[config.mk]
export PLATFORM = sky130hd
export DESIGN_NAME = dual_boot_wake_ctrl
export DESIGN_NICKNAME = d
export VERILOG_FILES = /design/src/rtl/dbw_pkg.sv /design/src/rtl/dbw_core_seq.sv /design/src/rtl/dbw_boot_gate.sv /design/src/rtl/dual_boot_wake_ctrl.sv
export SDC_FILE = /design/constraint.sdc
export NUM_CORES = 1
export LEC_CHECK = 0
export BUFFER_PORTS_ARGS = -buffer_cell sky130_fd_sc_hd__buf_4
export CAP_MARGIN = 25
export CORE_AREA = 2 2 39 41
export DETAILED_ROUTE_END_ITERATION = 10
export DIE_AREA = 0 0 41 43
export GPL_TIMING_DRIVEN = 0
export PLACE_DENSITY_LB_ADDON = 0.15
export SETUP_SLACK_MARGIN = 0.15
export SYNTH_ARGS = -nofsm -noshare
export SYNTH_HDL_FRONTEND = slang
export SYNTH_SLANG_ARGS = --single-unit
[constraint.sdc]
create_clock -name clk -period 2.2 [get_ports clk]
set_clock_uncertainty 0.1 [all_clocks]
set_input_delay 0.11 -clock clk [delete_from_list [all_inputs] [get_ports clk]]
set_output_delay 0.11 -clock clk [all_outputs]
set_load 0.01 [all_outputs]
[src/rtl/dbw_pkg.sv]
package dbw_pkg;

    localparam int NCORE = 2;
    localparam int PRI   = 0;
    localparam int SEC   = 1;

    typedef enum logic [1:0] {
        CS_RUN   = 2'd0,
        CS_SLEEP = 2'd1,
        CS_STOP  = 2'd2,
        CS_HOLD  = 2'd3
    } core_st_e;

    typedef enum logic [1:0] {
        SM_RUN     = 2'd0,
        SM_STOP    = 2'd1,
        SM_STANDBY = 2'd2
    } sys_mode_e;

    function automatic logic is_parked(core_st_e s);
        return (s == CS_STOP) || (s == CS_HOLD);
    endfunction

    function automatic logic is_active(core_st_e s);
        return (s == CS_RUN) || (s == CS_SLEEP);
    endfunction

endpackage

[src/rtl/dbw_core_seq.sv]
module dbw_core_seq
    import dbw_pkg::*;
#(
    parameter bit HOLD_PARK = 1'b0
) (
    input  logic     clk,
    input  logic     rst_n,
    input  logic     stop_req_i,
    input  logic     sleep_req_i,
    input  logic     wake_go_i,
    input  logic     park_i,
    output core_st_e state_o,
    output core_st_e state_nxt_o,
    output logic     clk_en_o
);

    localparam core_st_e PARK_ST = HOLD_PARK ? CS_HOLD : CS_STOP;
    localparam core_st_e RST_ST  = HOLD_PARK ? CS_HOLD : CS_RUN;

    typedef struct packed {
        core_st_e st;
        logic     cen;
    } core_reg_t;

    core_reg_t r_d, r_q;

    always_comb begin
        r_d = r_q;
        if (park_i) begin
            r_d.st = PARK_ST;
        end else if (wake_go_i && (r_q.st != CS_RUN)) begin
            r_d.st = CS_RUN;
        end else begin
            case (r_q.st)
                CS_RUN: begin
                    if (stop_req_i)       r_d.st = CS_STOP;
                    else if (sleep_req_i) r_d.st = CS_SLEEP;
                end
                CS_SLEEP: begin
                    if (stop_req_i)       r_d.st = CS_STOP;
                end
                default: ;
            endcase
        end
        r_d.cen = (r_d.st == CS_RUN);
    end

    always_ff @(posedge clk or negedge rst_n) begin
        if (!rst_n) r_q <= '{st: RST_ST, cen: ~HOLD_PARK};
        else        r_q <= r_d;
    end

    assign state_o     = r_q.st;
    assign state_nxt_o = r_d.st;
    assign clk_en_o    = r_q.cen;

    AST_STOP_FROM_RUN: assert property (@(posedge clk) disable iff (!rst_n)
        (!park_i && (r_q.st == CS_RUN) && stop_req_i) |=> (r_q.st == CS_STOP));

endmodule

[src/rtl/dbw_boot_gate.sv]
module dbw_boot_gate
    import dbw_pkg::*;
(
    input  logic     clk,
    input  logic     rst_n,
    input  logic     rel_set_i,
    input  logic     rel_clr_i,
    input  logic     standby_go_i,
    input  logic     sec_wake_i,
    input  logic     redir_clr_i,
    input  core_st_e sec_state_i,
    output logic     release_o,
    output logic     redirect_o,
    output logic     sec_go_o,
    output logic     redir_evt_o
);

    typedef struct packed {
        logic rel;
        logic pend;
        logic redir;
    } gate_reg_t;

    gate_reg_t r_d, r_q;
    logic      sec_idle;
    logic      redir_evt;
    logic      sec_go;

    always_comb begin
        sec_idle  = (sec_state_i != CS_RUN);
        redir_evt = sec_wake_i && !r_q.rel && sec_idle;
        sec_go    = r_q.rel && sec_idle && (sec_wake_i || r_q.pend);

        r_d = r_q;
        if (standby_go_i)   r_d.rel = 1'b0;
        else if (rel_clr_i) r_d.rel = 1'b0;
        else if (rel_set_i) r_d.rel = 1'b1;

        if (sec_go) r_d.pend = 1'b0;
        else        r_d.pend = r_q.pend || (sec_wake_i && sec_idle);

        r_d.redir = redir_evt || (r_q.redir && !redir_clr_i);
    end

    always_ff @(posedge clk or negedge rst_n) begin
        if (!rst_n) r_q <= '0;
        else        r_q <= r_d;
    end

    assign release_o   = r_q.rel;
    assign redirect_o  = r_q.redir;
    assign sec_go_o    = sec_go;
    assign redir_evt_o = redir_evt;

    AST_REL_CLR_WINS: assert property (@(posedge clk) disable iff (!rst_n)
        rel_clr_i |=> !r_q.rel);

    AST_REDIR_W1C: assert property (@(posedge clk) disable iff (!rst_n)
        (redir_clr_i && !sec_wake_i) |=> !r_q.redir);

    AST_PEND_GONE_RUN: assert property (@(posedge clk) disable iff (!rst_n)
        (sec_state_i == CS_RUN) |-> !r_q.pend);

endmodule

[src/rtl/dual_boot_wake_ctrl.sv]
module dual_boot_wake_ctrl
    import dbw_pkg::*;
(
    input  logic       clk,
    input  logic       rst_n,
    input  logic       pri_stop_req,
    input  logic       pri_sleep_req,
    input  logic       pri_wake_src,
    input  logic       sec_stop_req,
    input  logic       sec_sleep_req,
    input  logic       sec_wake_src,
    input  logic       boot_rel_set,
    input  logic       boot_rel_clr,
    input  logic       redir_clr,
    input  logic       standby_req,
    output logic       boot_rel,
    output logic       redir_flag,
    output logic [1:0] pri_state,
    output logic [1:0] sec_state,
    output logic       pri_clk_en,
    output logic       sec_clk_en,
    output logic [1:0] sys_mode
);

    logic [NCORE-1:0] stop_v, sleep_v, wake_v, cen_v;
    core_st_e         st_v  [NCORE];
    core_st_e         nxt_v [NCORE];
    logic             sec_go, redir_evt, standby_go;

    typedef struct packed {
        sys_mode_e sm;
    } top_reg_t;

    top_reg_t r_d, r_q;

    assign stop_v  = {sec_stop_req, pri_stop_req};
    assign sleep_v = {sec_sleep_req, pri_sleep_req};
    assign wake_v  = {sec_go, pri_wake_src || redir_evt};

    always_comb begin
        standby_go = standby_req && is_parked(st_v[PRI]) && is_parked(st_v[SEC])
                     && !pri_wake_src && !sec_wake_src && !sec_go;
    end

    for (genvar g = 0; g < NCORE; g++) begin : g_core
        dbw_core_seq #(.HOLD_PARK(g == SEC)) u_core (
            .clk         (clk),
            .rst_n       (rst_n),
            .stop_req_i  (stop_v[g]),
            .sleep_req_i (sleep_v[g]),
            .wake_go_i   (wake_v[g]),
            .park_i      (standby_go),
            .state_o     (st_v[g]),
            .state_nxt_o (nxt_v[g]),
            .clk_en_o    (cen_v[g])
        );
    end

    dbw_boot_gate u_gate (
        .clk          (clk),
        .rst_n        (rst_n),
        .rel_set_i    (boot_rel_set),
        .rel_clr_i    (boot_rel_clr),
        .standby_go_i (standby_go),
        .sec_wake_i   (sec_wake_src),
        .redir_clr_i  (redir_clr),
        .sec_state_i  (st_v[SEC]),
        .release_o    (boot_rel),
        .redirect_o   (redir_flag),
        .sec_go_o     (sec_go),
        .redir_evt_o  (redir_evt)
    );

    always_comb begin
        r_d = r_q;
        if (standby_go)
            r_d.sm = SM_STANDBY;
        else if (is_active(nxt_v[PRI]) || is_active(nxt_v[SEC]))
            r_d.sm = SM_RUN;
        else if (r_q.sm == SM_STANDBY)
            r_d.sm = SM_STANDBY;
        else
            r_d.sm = SM_STOP;
    end

    always_ff @(posedge clk or negedge rst_n) begin
        if (!rst_n) r_q <= '{sm: SM_RUN};
        else        r_q <= r_d;
    end

    assign pri_state  = st_v[PRI];
    assign sec_state  = st_v[SEC];
    assign pri_clk_en = cen_v[PRI];
    assign sec_clk_en = cen_v[SEC];
    assign sys_mode   = r_q.sm;

    AST_SEC_HELD: assert property (@(posedge clk) disable iff (!rst_n)
        (is_parked(st_v[SEC]) && !boot_rel) |=> is_parked(st_v[SEC]));

    AST_REDIR_WAKES_PRI: assert property (@(posedge clk) disable iff (!rst_n)
        (sec_wake_src && !boot_rel && (st_v[SEC] != CS_RUN) && (st_v[PRI] != CS_RUN))
        |=> ((st_v[PRI] == CS_RUN) && redir_flag));

    AST_PRI_WAKE: assert property (@(posedge clk) disable iff (!rst_n)
        (pri_wake_src && (st_v[PRI] != CS_RUN)) |=> (st_v[PRI] == CS_RUN));

    AST_SYS_RUN: assert property (@(posedge clk) disable iff (!rst_n)
        (is_active(st_v[PRI]) || is_active(st_v[SEC])) |-> (r_q.sm == SM_RUN));

    AST_STBY_NEEDS_STOP: assert property (@(posedge clk) disable iff (!rst_n)
        ((r_q.sm != SM_STANDBY) && !(is_parked(st_v[PRI]) && is_parked(st_v[SEC])))
        |=> (r_q.sm != SM_STANDBY));

    AST_STBY_PARKS: assert property (@(posedge clk) disable iff (!rst_n)
        (r_q.sm != SM_STANDBY)
        |=> ((r_q.sm != SM_STANDBY) || (!boot_rel && (st_v[SEC] == CS_HOLD))));

endmodule

==> summary.txt <==
Route
  • Drt first pass iters: 4
  • Drt drc: 0
  • DR vias/cell: 5.16
  • Via Count: 480
  • Post-Route WL: 1190 µm
  • Final ANT Viol Nets: 0
  • Avg WL per Cell: 12.8 µm
  • Iter 0 DRT Violations: 7

Yosys
  • Syn Area/Cell: 11.2 µm²
  • FF+latch count, synth: 11
  • YS warnings: 0
  • Post-Synthesis Cells: 47
  • Async set or reset register ratio after synthesis: 1.00
  • Synth top cells by count: dfrtp_1 (8), inv_1 (6), dfstp_2 (3), nor2_1 (3), o21ai_1 (3)
  • Post-synth top area share: 0.382
  • Largest cells by area after synthesis: dfrtp_1 (38%), dfstp_2 (15%), a2111oi_2 (5.7%), inv_1 (4.3%), o21ai_1 (2.9%)
  • Synthesized cell area: 524 µm²
  • Post-synth EDFFs: 0
  • Cell with the most instances after synthesis: dfrtp_1
  • Post-synthesis sequential area ratio: 0.532
  • Yosys top cell by area: dfrtp_1
  • Unique masters post-synth: 26
  • Synth Flop Type: dfrtp_1
  • Syn Nets: 59

Floorplan
  • IO Count: 22
  • Row cnt: 14
  • Core footprint: 1380 µm²
  • Die ar.: 1760 µm²
  • Initial cell density of the core: 0.379
  • DIE HEIGHT: 43 µm
  • Chip width: 41 µm

Hold path
  • WHS Path Cells: 3
  • Worst Hold Class: in2reg
  • Hold_sp: pri_sleep_req
  • Hold path endpoint: g_core[0].u_core.clk_en_o

Power and ir drop
  • Max VDD drop: 590 µV
  • Power Dens Cells: 1010 nW/µm²
  • Leak: 0.000361 µW

Clock network
  • TritonCTS clock tree: yes
  • H-tree lvl count: 1
  • Resized cells post-CTS: 0
  • Num CTS Buffers: 3
  • Clock Latency Late Sink: 0.27 ns
  • Setup bufs post-CTS: 0
  • Sink Count: 11
  • Clk slew on worst S/H paths: 0.07 ns
  • CTS max path bufs: 2
  • Root Driver: clkbuf_4

Setup path
  • Reg2reg path depth: 3
  • Startpoint types: register
  • Flop2flop setup slack: 0.57 ns
  • CP Data Required Time: 2.31 ns
  • Worst path cell trace: o221ai_2 > o41ai_1 > dlygate4sd3_1
  • Worst r2r dst: g_core[1].u_core.clk_en_o
  • Crit Path Class: reg2reg
  • Worst R2R Start: g_core[1].u_core.state_o[1]
  • Slowest CP cell: dfstp_2
  • CP Max Fanout: 9
  • Worst Setup End Kind: register
  • Worst endpoint data arrival time: 1.74 ns
  • Crit path largest cell delay: 0.62 ns

Placed design
  • Placed cell count: 84
  • # port buffers: 21
  • Final HPWL DP: 846 µm
  • RePlAce Congestion: 0.661
  • Pre-CTS setup slack: 0.638 ns

STA
  • Hold slack: 0.0418 ns
  • Period utilization: 0.740
  • Worst slew margin: 0.743
  • Minimum clock period: 1.63 ns
  • RSZ-0062 raised after global routing: false
  • # setup viols final: 0
  • Fmax: 614 MHz
  • Final Hold Violating Endpoints: 0
  • Final setup margin: 0.572 ns
  • Slew @ Worst Pin: 0.382 ns
  • Pins Over Slew Limit: 0
  • Total negative slack: 0 ns

GRT
  • Vias in the first global route: 392
  • Pin count of the biggest net entering global routing: 12
  • Grt total ovfl: 0
  • Total Routing Usage GR: 0.151
  • First-pass GRT wire length: 1720 µm
  • Initial antenna violation count: 0

Layout
  • Final net count: 90
  • Layout cell share with drive strength beyond 1: 0.403
  • # fillers: 127
  • # diodes: 0
  • Area growth, synth to finish: 48.4%
  • Fin cells: 93

Status
  • Status: finished, final reports clean

Run
  • Max cap viols: 0
[stage by stage]
| step | total power (µW) | utilization | instance area (µm²) |
|---|---|---|---|
| after floorplan | 501 | - | 524 |
| after global placement | 638 | 0.507 | 702 |
| after detailed placement | 641 | 0.507 | 702 |
| after CTS | 792 | 0.562 | 778 |
| after global routing | 838 | 0.562 | 778 |
| final | 786 | 0.562 | 778 |
[flip-flops by register name, summed over array words and instances (netlist names)]
signal and flops:
u_gate.redirect_o 1, u_gate.r_q 1, u_gate.release_o 1, g_core.u_core.state_o 4
sys_mode 2, g_core.u_core.clk_en_o 2
[cell type report]
| cell class | instances | area, µm² | area share |
|---|---|---|---|
| repair buffers | 26 | 208 | 0.267 |
| multi-input cells | 30 | 223 | 0.286 |
| well taps | 16 | 20.0 | 0.0257 |
| clock buffers | 4 | 26.3 | 0.0338 |
| inverters | 6 | 22.5 | 0.0289 |
| flip-flops and latches | 11 | 279 | 0.359 |
[cell usage in the layout (no fill, tap or decap), types with 2 or more instances in the layout]
cell type / instances
o22ai_1: 2
clkbuf_4: 3
dlygate4sd3_1: 5
a2111oi_2: 2
nor2_1: 3
o21ai_1: 3
inv_1: 6
dfrtp_1: 8
dfstp_2: 3
a21oi_1: 2
buf_4: 21
[cells by family after synthesis]
family	synth area share
AO/OA/AOI/OAI	0.294
buffers and inverters	0.0430
flip-flops	0.532
AND/OR/NAND/NOR	0.131
[layer usage]
metal,global-route usage,wire (µm),vias to the layer above
li1,-,-,241
met1,0.214,568,226
met2,0.191,554,11
met3,0.0314,62,2
met4,0.120,8,0
met5,0,0,-
[repair_timing]
| item | 4_1_cts | 5_1_grt |
|---|---|---|
| setup endpoints to repair | 0 | 0 |
| hold buffers | 5 | 0 |
| hold endpoints to repair | 14 | 0 |
[worst max-delay path, delay by kind of cell, from the launching register on]
family	cells	cell delay, ns
compound gates	2	0.26
buf+inv	1	0.58
flops	1	0.62
[power by group]
part | switching [µW] | total, µW | internal [µW] | leakage [µW]
Clock | 65.5 | 136 | 70.1 | 0.0000150
Sequential | 73.9 | 357 | 283 | 0.000132
Combinational | 136 | 293 | 157 | 0.000214
Total | 275 | 786 | 511 | 0.000361
[how the worst max path moves through the flow]
stage	startpoint	end	slack, ns	cells after the start
after floorplan	g_core[1].u_core.state_o[1]	sys_mode[0]	0.71	3
after global placement	g_core[1].u_core.state_o[1]	sys_mode[0]	0.64	3
after detailed placement	g_core[1].u_core.state_o[1]	sys_mode[0]	0.64	3
after CTS	g_core[1].u_core.state_o[1]	g_core[1].u_core.clk_en_o	0.57	3
after global routing	g_core[1].u_core.state_o[1]	g_core[1].u_core.clk_en_o	0.50	3
final	g_core[1].u_core.state_o[1]	g_core[1].u_core.clk_en_o	0.57	3
Power figures use the tool's default switching activity.
